===== config.mk =====
export PLATFORM = sky130hd
export DESIGN_NAME = i2c_wr_target
export DESIGN_NICKNAME = d
export VERILOG_FILES = /design/src/rtl/i2c_rx_pkg.sv /design/src/rtl/i2c_line_sync.sv /design/src/rtl/i2c_bus_events.sv /design/src/rtl/i2c_rx_engine.sv /design/src/rtl/i2c_wr_target.sv
export SDC_FILE = /design/constraint.sdc
export NUM_CORES = 1
export LEC_CHECK = 0
export ABC_AREA = 1
export BUFFER_PORTS_ARGS = -buffer_cell sky130_fd_sc_hd__buf_2
export CELL_PAD_IN_SITES_DETAIL_PLACEMENT = 1
export CELL_PAD_IN_SITES_GLOBAL_PLACEMENT = 2
export CORE_MARGIN = 4
export CORE_UTILIZATION = 27
export CTS_BUF_LIST = sky130_fd_sc_hd__clkbuf_16
export DETAILED_ROUTE_END_ITERATION = 10
export GPL_TIMING_DRIVEN = 0
export PLACE_DENSITY_LB_ADDON = 0.1
export REMOVE_ABC_BUFFERS = 1
export SLEW_MARGIN = 20
export SYNTH_ARGS = -nofsm -noshare
export SYNTH_HDL_FRONTEND = slang
export SYNTH_SLANG_ARGS = --single-unit

===== constraint.sdc =====
create_clock -name clk -period 1.4 [get_ports clk]
set_input_delay 0.14 -clock clk [delete_from_list [all_inputs] [get_ports clk]]
set_output_delay 0.14 -clock clk [all_outputs]
set_load 0.005 [all_outputs]

===== src/rtl/i2c_rx_pkg.sv =====
package i2c_rx_pkg;
  typedef enum logic [2:0] {
    RX_IDLE,
    RX_ADDR,
    RX_ACK_A,
    RX_DATA,
    RX_ACK_D,
    RX_HOLD,
    RX_SKIP
  } rx_state_t;
endpackage


===== src/rtl/i2c_line_sync.sv =====
module i2c_line_sync #(
  parameter int STAGES = 2,
  parameter int LINES  = 2
) (
  input  logic             clk,
  input  logic             rst,
  input  logic [LINES-1:0] din,
  output logic [LINES-1:0] dout
);
  generate
    for (genvar g = 0; g < LINES; g++) begin : g_line
      logic [STAGES-1:0] chain;
      always_ff @(posedge clk) begin
        if (rst) chain <= '1;
        else     chain <= {chain[STAGES-2:0], din[g]};
      end
      assign dout[g] = chain[STAGES-1];
    end
  endgenerate
endmodule


===== src/rtl/i2c_bus_events.sv =====
module i2c_bus_events (
  input  logic clk,
  input  logic rst,
  input  logic scl_s,
  input  logic sda_s,
  output logic scl_rise,
  output logic scl_fall,
  output logic start_ev,
  output logic stop_ev
);
  logic scl_q, sda_q;

  always_ff @(posedge clk) begin
    if (rst) begin
      scl_q <= 1'b1;
      sda_q <= 1'b1;
    end else begin
      scl_q <= scl_s;
      sda_q <= sda_s;
    end
  end

  assign scl_rise = scl_s & ~scl_q;
  assign scl_fall = ~scl_s & scl_q;
  assign start_ev = scl_s & scl_q & sda_q & ~sda_s;
  assign stop_ev  = scl_s & scl_q & ~sda_q & sda_s;
endmodule


===== src/rtl/i2c_rx_engine.sv =====
module i2c_rx_engine
  import i2c_rx_pkg::*;
#(
  parameter int ADDR_W = 7
) (
  input  logic              clk,
  input  logic              rst,
  input  logic [ADDR_W-1:0] dev_addr,
  input  logic              sda_s,
  input  logic              scl_rise,
  input  logic              scl_fall,
  input  logic              start_ev,
  input  logic              stop_ev,
  input  logic              rx_take,
  output logic              scl_pull,
  output logic              sda_pull,
  output logic [ADDR_W:0]   rx_data,
  output logic              rx_full,
  output logic              rx_irq,
  output logic              rx_ovf,
  output logic              last_was_addr
);
  localparam int BYTE_W = ADDR_W + 1;
  localparam int CNT_W  = $clog2(BYTE_W + 1);
  localparam logic [CNT_W-1:0] CNT_DONE = CNT_W'(BYTE_W);

  rx_state_t         state;
  logic [CNT_W-1:0]  bit_cnt;
  logic [BYTE_W-1:0] shreg;
  logic              shifting;
  logic              byte_done;

  assign shifting  = (state == RX_ADDR || state == RX_DATA);
  assign byte_done = shifting && scl_fall && (bit_cnt == CNT_DONE);

  always_ff @(posedge clk) begin
    if (rst) begin
      state         <= RX_IDLE;
      bit_cnt       <= '0;
      shreg         <= '0;
      scl_pull      <= 1'b0;
      sda_pull      <= 1'b0;
      rx_data       <= '0;
      rx_full       <= 1'b0;
      rx_irq        <= 1'b0;
      rx_ovf        <= 1'b0;
      last_was_addr <= 1'b0;
    end else begin
      rx_irq <= 1'b0;
      if (rx_take) begin
        rx_full <= 1'b0;
        rx_ovf  <= 1'b0;
      end

      if (start_ev) begin
        state    <= RX_ADDR;
        bit_cnt  <= '0;
        sda_pull <= 1'b0;
        scl_pull <= 1'b0;
      end else if (stop_ev) begin
        state    <= RX_IDLE;
        sda_pull <= 1'b0;
        scl_pull <= 1'b0;
      end else begin
        if (shifting && scl_rise && bit_cnt != CNT_DONE) begin
          shreg   <= {shreg[BYTE_W-2:0], sda_s};
          bit_cnt <= bit_cnt + 1'b1;
        end
        case (state)
          RX_ADDR: begin
            if (byte_done) begin
              if (shreg[BYTE_W-1:1] == dev_addr && !shreg[0]) begin
                sda_pull      <= 1'b1;
                last_was_addr <= 1'b1;
                state         <= RX_ACK_A;
              end else begin
                state <= RX_SKIP;
              end
            end
          end
          RX_ACK_A, RX_ACK_D: begin
            if (scl_fall) begin
              sda_pull <= 1'b0;
              bit_cnt  <= '0;
              state    <= RX_DATA;
            end
          end
          RX_DATA: begin
            if (byte_done) begin
              if (!rx_full || rx_take) begin
                rx_data       <= shreg;
                rx_full       <= 1'b1;
                rx_irq        <= 1'b1;
                last_was_addr <= 1'b0;
                sda_pull      <= 1'b1;
                state         <= RX_ACK_D;
              end else begin
                rx_ovf   <= 1'b1;
                scl_pull <= 1'b1;
                state    <= RX_HOLD;
              end
            end
          end
          RX_HOLD: begin
            if (rx_take) begin
              rx_data       <= shreg;
              rx_full       <= 1'b1;
              rx_irq        <= 1'b1;
              last_was_addr <= 1'b0;
              scl_pull      <= 1'b0;
              sda_pull      <= 1'b1;
              state         <= RX_ACK_D;
            end
          end
          default: ;
        endcase
      end
    end
  end
endmodule


===== src/rtl/i2c_wr_target.sv =====
module i2c_wr_target #(
  parameter int ADDR_W      = 7,
  parameter int SYNC_STAGES = 2
) (
  input  logic              clk,
  input  logic              rst,
  input  logic [ADDR_W-1:0] dev_addr,
  input  logic              scl_in,
  input  logic              sda_in,
  output logic              scl_pull,
  output logic              sda_pull,
  output logic [ADDR_W:0]   rx_data,
  output logic              rx_full,
  output logic              rx_irq,
  input  logic              rx_take,
  output logic              rx_ovf,
  output logic              last_was_addr,
  output logic              seen_start,
  output logic              seen_stop
);
  logic [1:0] pins_s;
  logic scl_rise, scl_fall, start_ev, stop_ev;

  i2c_line_sync #(.STAGES(SYNC_STAGES), .LINES(2)) sync_i (
    .clk(clk), .rst(rst), .din({scl_in, sda_in}), .dout(pins_s)
  );

  i2c_bus_events ev_i (
    .clk(clk), .rst(rst), .scl_s(pins_s[1]), .sda_s(pins_s[0]),
    .scl_rise(scl_rise), .scl_fall(scl_fall),
    .start_ev(start_ev), .stop_ev(stop_ev)
  );

  i2c_rx_engine #(.ADDR_W(ADDR_W)) eng_i (
    .clk(clk), .rst(rst), .dev_addr(dev_addr), .sda_s(pins_s[0]),
    .scl_rise(scl_rise), .scl_fall(scl_fall),
    .start_ev(start_ev), .stop_ev(stop_ev), .rx_take(rx_take),
    .scl_pull(scl_pull), .sda_pull(sda_pull), .rx_data(rx_data),
    .rx_full(rx_full), .rx_irq(rx_irq), .rx_ovf(rx_ovf),
    .last_was_addr(last_was_addr)
  );

  always_ff @(posedge clk) begin
    if (rst) begin
      seen_start <= 1'b0;
      seen_stop  <= 1'b0;
    end else if (start_ev) begin
      seen_start <= 1'b1;
      seen_stop  <= 1'b0;
    end else if (stop_ev) begin
      seen_start <= 1'b0;
      seen_stop  <= 1'b1;
    end
  end
endmodule


Word level (Yosys, flattened, before mapping)
Index checks and enable logic that the tools add are counted.
Operators by class
  $add $sub $neg: 1
  equal/unequal tests: 19
  mux-type cells: 49
  bitwise operators: 13
  reductions and logical operators: 24
Operator list (number)
  $mux 1: 31
  $mux 8: 3
  $pmux 8 s2: 1
  $mux 3: 5
  $mux 4: 3
  $ne 4x1->1 const B: 3
  $pmux 3 s4: 1
  $reduce_and 5->1: 2
  $ne 2x2->1 const B: 4
  $reduce_and 8->1: 1
  $and 1x1->1: 7
  $eq 7x7->1: 1
  $reduce_and 7->1: 1
  $eq 3x2->1 const B: 2
  $eq 3x3->1 const B: 2
  $ne 2x1->1 const B: 3
  $not 1->1: 6
  $pmux 1 s2: 3
  $reduce_and 6->1: 1
  $reduce_bool 6->1: 1
  $logic_and 1x1->1: 5
  $add 4x1->4 const B: 1
  $eq 4x4->1 const B: 1
  $ne 4x2->1 const B: 1
  other kinds (13): 17
Word-level totals
  register bits after elaboration: 37
  input port bits: 12
  output and inout port bits: 16
  word-level logic and storage cells: 123

Longest topological paths before layout
Gate-level depths: netlist of the first run.
  depth after elaboration: 8
  depth in mapped cells: 12
  mapped depth without buffers: 12

Hierarchy
From an unflattened synthesis of the first run, not the netlist that was laid out.
Unflattened totals
  cell total of the unflattened synthesis: 259
  area, all modules: 1780.5 um^2
By module, submodules not included
  i2c_rx_engine: instances 1, cells each 220, area each 1491.4 um^2, seq. area each 580.6 um^2
  i2c_line_sync: instances 1, cells each 15, area each 131.4 um^2, seq. area each 80.1 um^2
  i2c_bus_events: instances 1, cells each 16, area each 92.6 um^2, seq. area each 40.0 um^2
  i2c_wr_target: instances 1, cells each 8, area each 65.1 um^2, seq. area each 40.0 um^2

Worst setup path before layout of the first run
OpenSTA, ideal clock, no wires.
  kind: reg-to-reg
  start: register eng_i.bit_cnt[0]
  end: register eng_i.rx_data[0]
  setup time: 0.132 ns
  arrival time: 1.243 ns
  data required time: 1.268 ns
  setup slack: 0.025 ns
  cell stages (with the launch flop): 12
  path buffers: 0
  period minus slack after synthesis: 1.375 ns
  cells stage by stage: dfxtp_1 > inv_1 > ha_1 > nand2_1 > nor2_1 > nand3_2 > nand2_1 > nand3_2 > inv_4 > nand2_4 > nand2_1 > a21oi_1
On the way
  longest elaborated chain between the ends: 4
Ends and longest elaborated chain
  start: declaration: RTL line i2c_rx_engine.sv:28  | logic [CNT_W-1:0] bit_cnt;
  start signal: assignment: RTL line i2c_rx_engine.sv:67  | bit_cnt <= bit_cnt + 1'b1;
  $eq 4x4->1: RTL line i2c_rx_engine.sv:34  | assign byte_done = shifting && scl_fall && (bit_cnt == CNT_DONE);
  $logic_and 1x1->1: RTL line i2c_rx_engine.sv:34
  $ne 2x1->1 (no source line)
  $reduce_and 6->1 (no source line)
  end signal: assignment: RTL line i2c_rx_engine.sv:91  | rx_data <= shreg;
  end signal: assignment: RTL line i2c_rx_engine.sv:106  | rx_data <= shreg;
  end: declaration: RTL line i2c_rx_engine.sv:17  | output logic [ADDR_W:0] rx_data,
Every way passes these cells.
A chain may end at the register's enable or synchronous reset.

Final worst setup path of the first run
  start: register eng_i.state[1]
  end: register eng_i.state[1]
On the way
  longest elaborated chain between the ends: 6
  elaborated cells between the ends (all ways): 16
  those cells by class: 9 x eq/ne; 1 x mux; 6 x reduce/logical
Ends and longest elaborated chain
  start: declaration: RTL line i2c_rx_engine.sv:27  | rx_state_t state;
  start signal: assignment: RTL line i2c_rx_engine.sv:38  | state <= RX_IDLE;
  start signal: assignment: RTL line i2c_rx_engine.sv:56  | state <= RX_ADDR;
  start signal: assignment: RTL line i2c_rx_engine.sv:61  | state <= RX_IDLE;
  $eq 3x1->1 or $eq 3x2->1 (tied branches): RTL line i2c_rx_engine.sv:33, i2c_rx_engine.sv:69
  $logic_or 1x1->1: RTL line i2c_rx_engine.sv:33  | assign shifting = (state == RX_ADDR || state == RX_DATA);
  $logic_and 1x1->1 (2 in a row): RTL line i2c_rx_engine.sv:34
  $ne 2x1->1 (no source line)
  $reduce_and 5->1 (no source line)
Parallel ways exist; a longest one is shown, timed or not.

==> results.tsv, run 1 <==
metric	value	unit
status	finished, violations left	
failing checks	setup timing	
hold_buf cts	0	
Crit-path slowest cell	dfxtp_4	
r2r endpoint	eng_i.state[1]	
RSZ-0062 raised after global routing	true	
TritonCTS clock tree	yes	
CTS clk-pin slew, worst paths	0.06	ns
Pre-Repair DR Iteration Count	4	
sequential share of power	0.415	
Ports	28	
reg2reg start	eng_i.state[1]	
Clock Tree Root	clkbuf_16	
CP endpoint kind	register	
syn avg cell area	7.04	um^2
n_diodes	0	
Power per Cell Area	1070	nW/um^2
vias	1680	
Hold Path Origin	sda_in	
Slew Limit Headroom	0.714	
final wirelength	4830	um
Final Max Tran Viols	0	
fin util	0.408	
Fin. Hold Viols	0	
crit-path cells	inv_2 > nand3_2 > nor2_4 > inv_2 > nand3_4 > clkinvlp_4 > buf_6 > a211oi_2	
largest fanout on the critical path	5	
Pint	2010	uW
Final setup viols	11	
sw power	628	uW
Starting DRT DRC Count	35	
hpwl dp	3410	um
Synth top area share	0.429	
number of I/O port buffers	27	
Worst R2R Path Depth	8	
initial antenna violation count	0	
synth unique cells	24	
Post-synth EDFFs	0	
Switching Fraction	0.238	
Synth Instances	245	
FF+latch count, synth	37	
main combinational cell family by area after synthesis	simple AND/OR/NAND/NOR gates	
final worst slack	-0.0777	ns
H-tree Lvls	2	
chip height	87.9	um
final setup TNS	-0.572	ns
Hold Path Depth	2	
die footprint	7730	um^2
core area	6060	um^2
Max clock buf depth	2	
DRC	0	
Worst Hold Class	in2reg	
clock network fraction of total power	0.494	
maximum vdd ir drop	0.426	mV
Area Overhead vs Synth	43.4	%
vias in the first global route	1733	
Cell Area, Synth	1730	um^2
GR Util All Layers	0.139	
CP Launch Type	register	
Reg2Reg Setup Slack	-0.08	ns
Antenna Nets Post-Route	0	
global placement routability congestion	0.735	
WS Path Type	reg2reg	
Wirelength per Cell	13.0	um
Starting Density	0.285	
Pleak	0.00109	uW
Hold EP	sync_i.g_line[0].chain[0]	
fin crit share	1.06	
Comb power frac	0.091	
first-pass GRT wire length	8240	um
CP required	1.59	ns
Max-Cap Viols	0	
Synth Area in Compound Gates	0.129	
Least-Margin Pin Slew	0.429	ns
Synth Area in Adders	0.0145	
mux contribution to synthesized area	0	
Tmin final	1.48	ns
Synth async-reset ratio	0	
share of post-route cells with drive strength above 1	0.400	
largest net degree at the start of global routing	18	
num rows	28	
simple-gate area share of the yosys netlist	0.321	
Max Clock Freq	677	MHz
Primary FF master, synth	dfxtp_1	
Chip Width	87.9	um
area leader, netlist	dfxtp_1	
top cells by area, synth	dfxtp_1, nand2_1, a21oi_1	
Worst-Skew Late Latency	0.28	ns
total grt overflow	0	
Num CTS Buffers	5	
Crit path largest cell delay	0.37	ns
# clock sinks	37	
Vias per Instance	4.54	
NumNets Final	308	
Worst EP arrival	1.67	ns
Seq/Total Area, Yosys	0.429	
clk_skew	0.00635	ns
Ys Warns	0	
XOR/XNOR Fraction of Synth Area	0.00508	
crit-path most repeated cell	inv_2	
critical path: cells and delay by family (launching register included):
kind	cells	cell delay [ns]
AOI/OAI and AO/OA	1	0.15
buffers and inverters	4	0.48
DFF	1	0.37
and+or+nand+nor	3	0.40
metal layers:
metal	wire [um]	vias to the layer above	track usage	part of all wire
met5	0	-	0	0
li1	-	870	-	-
met4	46	0	0.0460	0.0095
met1	2250	786	0.177	0.47
met2	2360	19	0.226	0.49
met3	164	5	0.0367	0.034
cell usage after synthesis (3+ instances only):
master	instances
nand2_2	5
a21oi_1	28
nand3_1	14
nor2_4	4
nor2_1	19
o21ai_0	11
nor3_1	4
inv_2	5
dfxtp_1	37
nand3_2	3
nand2_1	60
inv_1	36
or2_2	5
what timing repair did:
item	in CTS	in global routing
buffers inserted	12	3
gates cloned	2	1
pin swaps	14	9
endpoints found under the hold margin	0	0
setup endpoints to repair	26	26
gates resized for setup	35	28
flip-flops by register name (all words and copies together) (netlist names):
signal               flops
eng_i.bit_cnt            4
eng_i.last_was_addr      1
eng_i.rx_ovf             1
eng_i.rx_irq             1
eng_i.sda_pull           1
eng_i.scl_pull           1
eng_i.rx_full            1
ev_i.scl_q               1
seen_start               1
ev_i.sda_q               1
eng_i.rx_data            8
eng_i.state              3
eng_i.shreg              8
seen_stop                1
sync_i.g_line.chain      4
power by group through the flow:
stage	Clock, uW	Sequential (uW)	Combinational [uW]
after floorplan	0	1110	122
after global placement	0	1120	188
after detailed placement	0	1120	189
after CTS	1350	1100	227
after global routing	1410	1100	272
final	1300	1090	240
cell families after synthesis:
logic type,Yosys count
AND/OR/NAND/NOR,118
buffers and inverters,45
AO/OA/AOI/OAI,42
flip-flops,37
adder cells (fa/ha/maj),2
XOR/XNOR,1
through the flow:
step	instance area [um^2]	hold WS [ns]	worst slack [ns]	power, uW	std cells
CTS	2350	0.0341	-0.0905	2670	366
global placement	1940	0.322	-0.283	1300	344
detailed placement	1940	0.326	-0.316	1310	344
finish	2470	0.0395	-0.0777	2640	370
floorplan	1710	0.209	-0.0105	1240	242
global route	2470	0.0384	-0.162	2780	370
cell type report:
class                           count  area (um^2)
Inverter                           42          168
Timing Repair inverter              1         7.51
Clock inverter                      3         46.3
Sequential cell                    37          754
Multi-Input combinational cell    164         1000
Timing Repair Buffer               43          279
Fill cell                         759         3590
Clock buffer                        5          125
Tap cell                           75         93.8
layout by cell type (no fill, tap or decap), types with 2 or more instances in the layout:
cell,instances
a211oi_2,2
a21oi_1,23
a21oi_2,5
buf_2,27
buf_4,12
buf_6,3
clkbuf_16,5
clkinvlp_4,2
dfxtp_1,32
dfxtp_2,2
dfxtp_4,3
inv_1,31
inv_2,9
nand2_1,50
nand2_2,10
nand2_4,5
nand2_8,2
nand3_1,8
nand3_2,7
nand3_4,2
nor2_1,15
nor2_2,3
nor2_4,7
nor3_1,3
o21ai_0,9
o21ai_1,2
or2_2,5
worst max path at each step:
| stage | startpoint | to | slack (ns) |
|---|---|---|---|
| after detailed placement | eng_i.bit_cnt[1] | eng_i.rx_data[6] | -0.32 |
| after global placement | eng_i.bit_cnt[0] | eng_i.last_was_addr | -0.28 |
| after floorplan | eng_i.bit_cnt[0] | eng_i.bit_cnt[3] | -0.01 |
| after global routing | eng_i.bit_cnt[1] | eng_i.rx_data[2] | -0.16 |
| final | eng_i.state[1] | eng_i.state[1] | -0.08 |
| after CTS | eng_i.bit_cnt[1] | eng_i.rx_data[6] | -0.09 |
Note: power is estimated with default switching activity, not from simulation.
==> run 2: changes to the inputs <==
- clock period: 1.4 -> 1.29 ns (I/O delays scaled with it)
==> results.tsv, run 2 (synthesis gave the netlist of run 1 again) <==
metric	value	unit
number of I/O port buffers	27	
Num CTS Buffers	5	
Starting DRT DRC Count	31	
fin util	0.422	
Final setup viols	29	
Area Overhead vs Synth	48.4	%
Slew Limit Headroom	0.693	
WS Path Type	reg2reg	
clk_skew	0.00803	ns
maximum vdd ir drop	0.436	mV
total grt overflow	0	
fill count	760	
n_diodes	0	
Ports	28	
vias in the first global route	1756	
Wirelength per Cell	13.3	um
Pleak	0.00112	uW
fin crit share	1.14	
chip height	87.9	um
DRC	0	
failing checks	setup timing	
commonest cells after routing, fill and taps aside	nand2_1, dfxtp_1, inv_1	
largest net degree at the start of global routing	18	
Tmin final	1.47	ns
NumNets Final	314	
Fin. Hold Viols	0	
CTS clk-pin slew, worst paths	0.06	ns
first-pass GRT wire length	8510	um
status	finished, violations left	
final worst slack	-0.178	ns
RSZ-0062 raised after global routing	true	
vias	1720	
hpwl dp	3410	um
Max-Cap Viols	0	
share of post-route cells with drive strength above 1	0.442	
initial antenna violation count	0	
Chip Width	87.9	um
leading cell type in the layout, fill and taps excluded	nand2_1	
die footprint	7730	um^2
Max Clock Freq	681	MHz
hold_buf cts	0	
final wirelength	5000	um
Worst-Skew Late Latency	0.28	ns
Vias per Instance	4.57	
Pre-Repair DR Iteration Count	4	
Tot Pwr	2890	uW
Final Max Tran Viols	0	
num rows	28	
core area	6060	um^2
Clock Tree Root	clkbuf_16	
Antenna Nets Post-Route	0	
Worst EP arrival	1.63	ns
CP required	1.45	ns
Worst Hold Class	in2reg	
# clock sinks	37	
Starting Density	0.285	
largest fanout on the critical path	6	
global placement routability congestion	0.735	
H-tree Lvls	2	
CP Launch Type	register	
Place WS	-0.426	ns
Power per Cell Area	1130	nW/um^2
biggest regs	eng_i.rx_data x8, eng_i.shreg x8	
TritonCTS clock tree	yes	
GR Util All Layers	0.143	
CP endpoint kind	register	
Least-Margin Pin Slew	0.460	ns
Max clock buf depth	2	
-- run 2: cell count changes in the layout (fill, tap and decap cells not counted), moves of 2 or more --
cell     delta
inv_1       -2
a21oi_2     +3
buf_4       +5
nand2_1     -2
nand2_4     +2
a21oi_1     -3
-- run 2: path summary, 6_finish.rpt --
check,cells past startpoint,slack (ns),end,start
setup / recovery,11,-0.18,eng_i.rx_data[5],eng_i.bit_cnt[1]
hold / removal,2,0.03,sync_i.g_line[0].chain[0],sda_in
setup reg to reg,11,-0.18,eng_i.rx_data[5],eng_i.bit_cnt[1]
hold reg to reg,1,0.41,sync_i.g_line[0].chain[1],sync_i.g_line[0].chain[0]
-- run 2: per-layer routing --
layer,GRT usage,vias up,share of wire
met2,0.233,19,0.50
met5,0,-,0
met1,0.184,813,0.46
met3,0.0367,5,0.033
li1,-,883,-
met4,0.0460,0,0.0092
-- run 2: power breakdown --
| group | internal, uW | total, uW | switching, uW |
|---|---|---|---|
| Sequential | 1170 | 1190 | 23.1 |
| Combinational | 108 | 274 | 166 |
| Clock | 915 | 1430 | 514 |
-- run 2: through the flow --
| stage | hold slack [ns] | cells | setup TNS (ns) | instance area (um^2) |
|---|---|---|---|---|
| finish | 0.0278 | 376 | -3.42 | 2560 |
| floorplan | 0.198 | 242 | -0.858 | 1710 |
| global route | 0.0283 | 376 | -6.12 | 2560 |
| global placement | 0.311 | 344 | -7.81 | 1940 |
| detailed placement | 0.315 | 344 | -8.61 | 1940 |
| CTS | 0.0231 | 369 | -2.88 | 2400 |
-- run 2: critical path: stages (launching register included) --
cell	delay, ns
dfxtp_2	0.32
inv_2	0.07
ha_4	0.14
nand2_4	0.05
nor2_4	0.12
nand3_4	0.11
nand2_4	0.09
nand3_4	0.12
inv_8	0.12
nand2_8	0.08
nand2_2	0.06
a21oi_1	0.05
-- run 2: area by class of cell --
cell class,instances,area (um^2),share of cell area
Inverter,42,175,0.0684
Sequential cell,37,756,0.295
Tap cell,75,93.8,0.0367
Clock buffer,5,125,0.0489
Clock inverter,3,46.3,0.0181
Timing Repair Buffer,49,328,0.128
Multi-Input combinational cell,164,1030,0.402
Timing Repair inverter,1,7.51,0.00293
-- run 2: repair_timing --
| action | 4_1_cts | 5_1_grt |
|---|---|---|
| setup buffers | 14 | 7 |
| pin swaps | 14 | 6 |
| resized for setup | 47 | 33 |
| cloned | 3 | 0 |
| setup endpoints to repair | 29 | 29 |
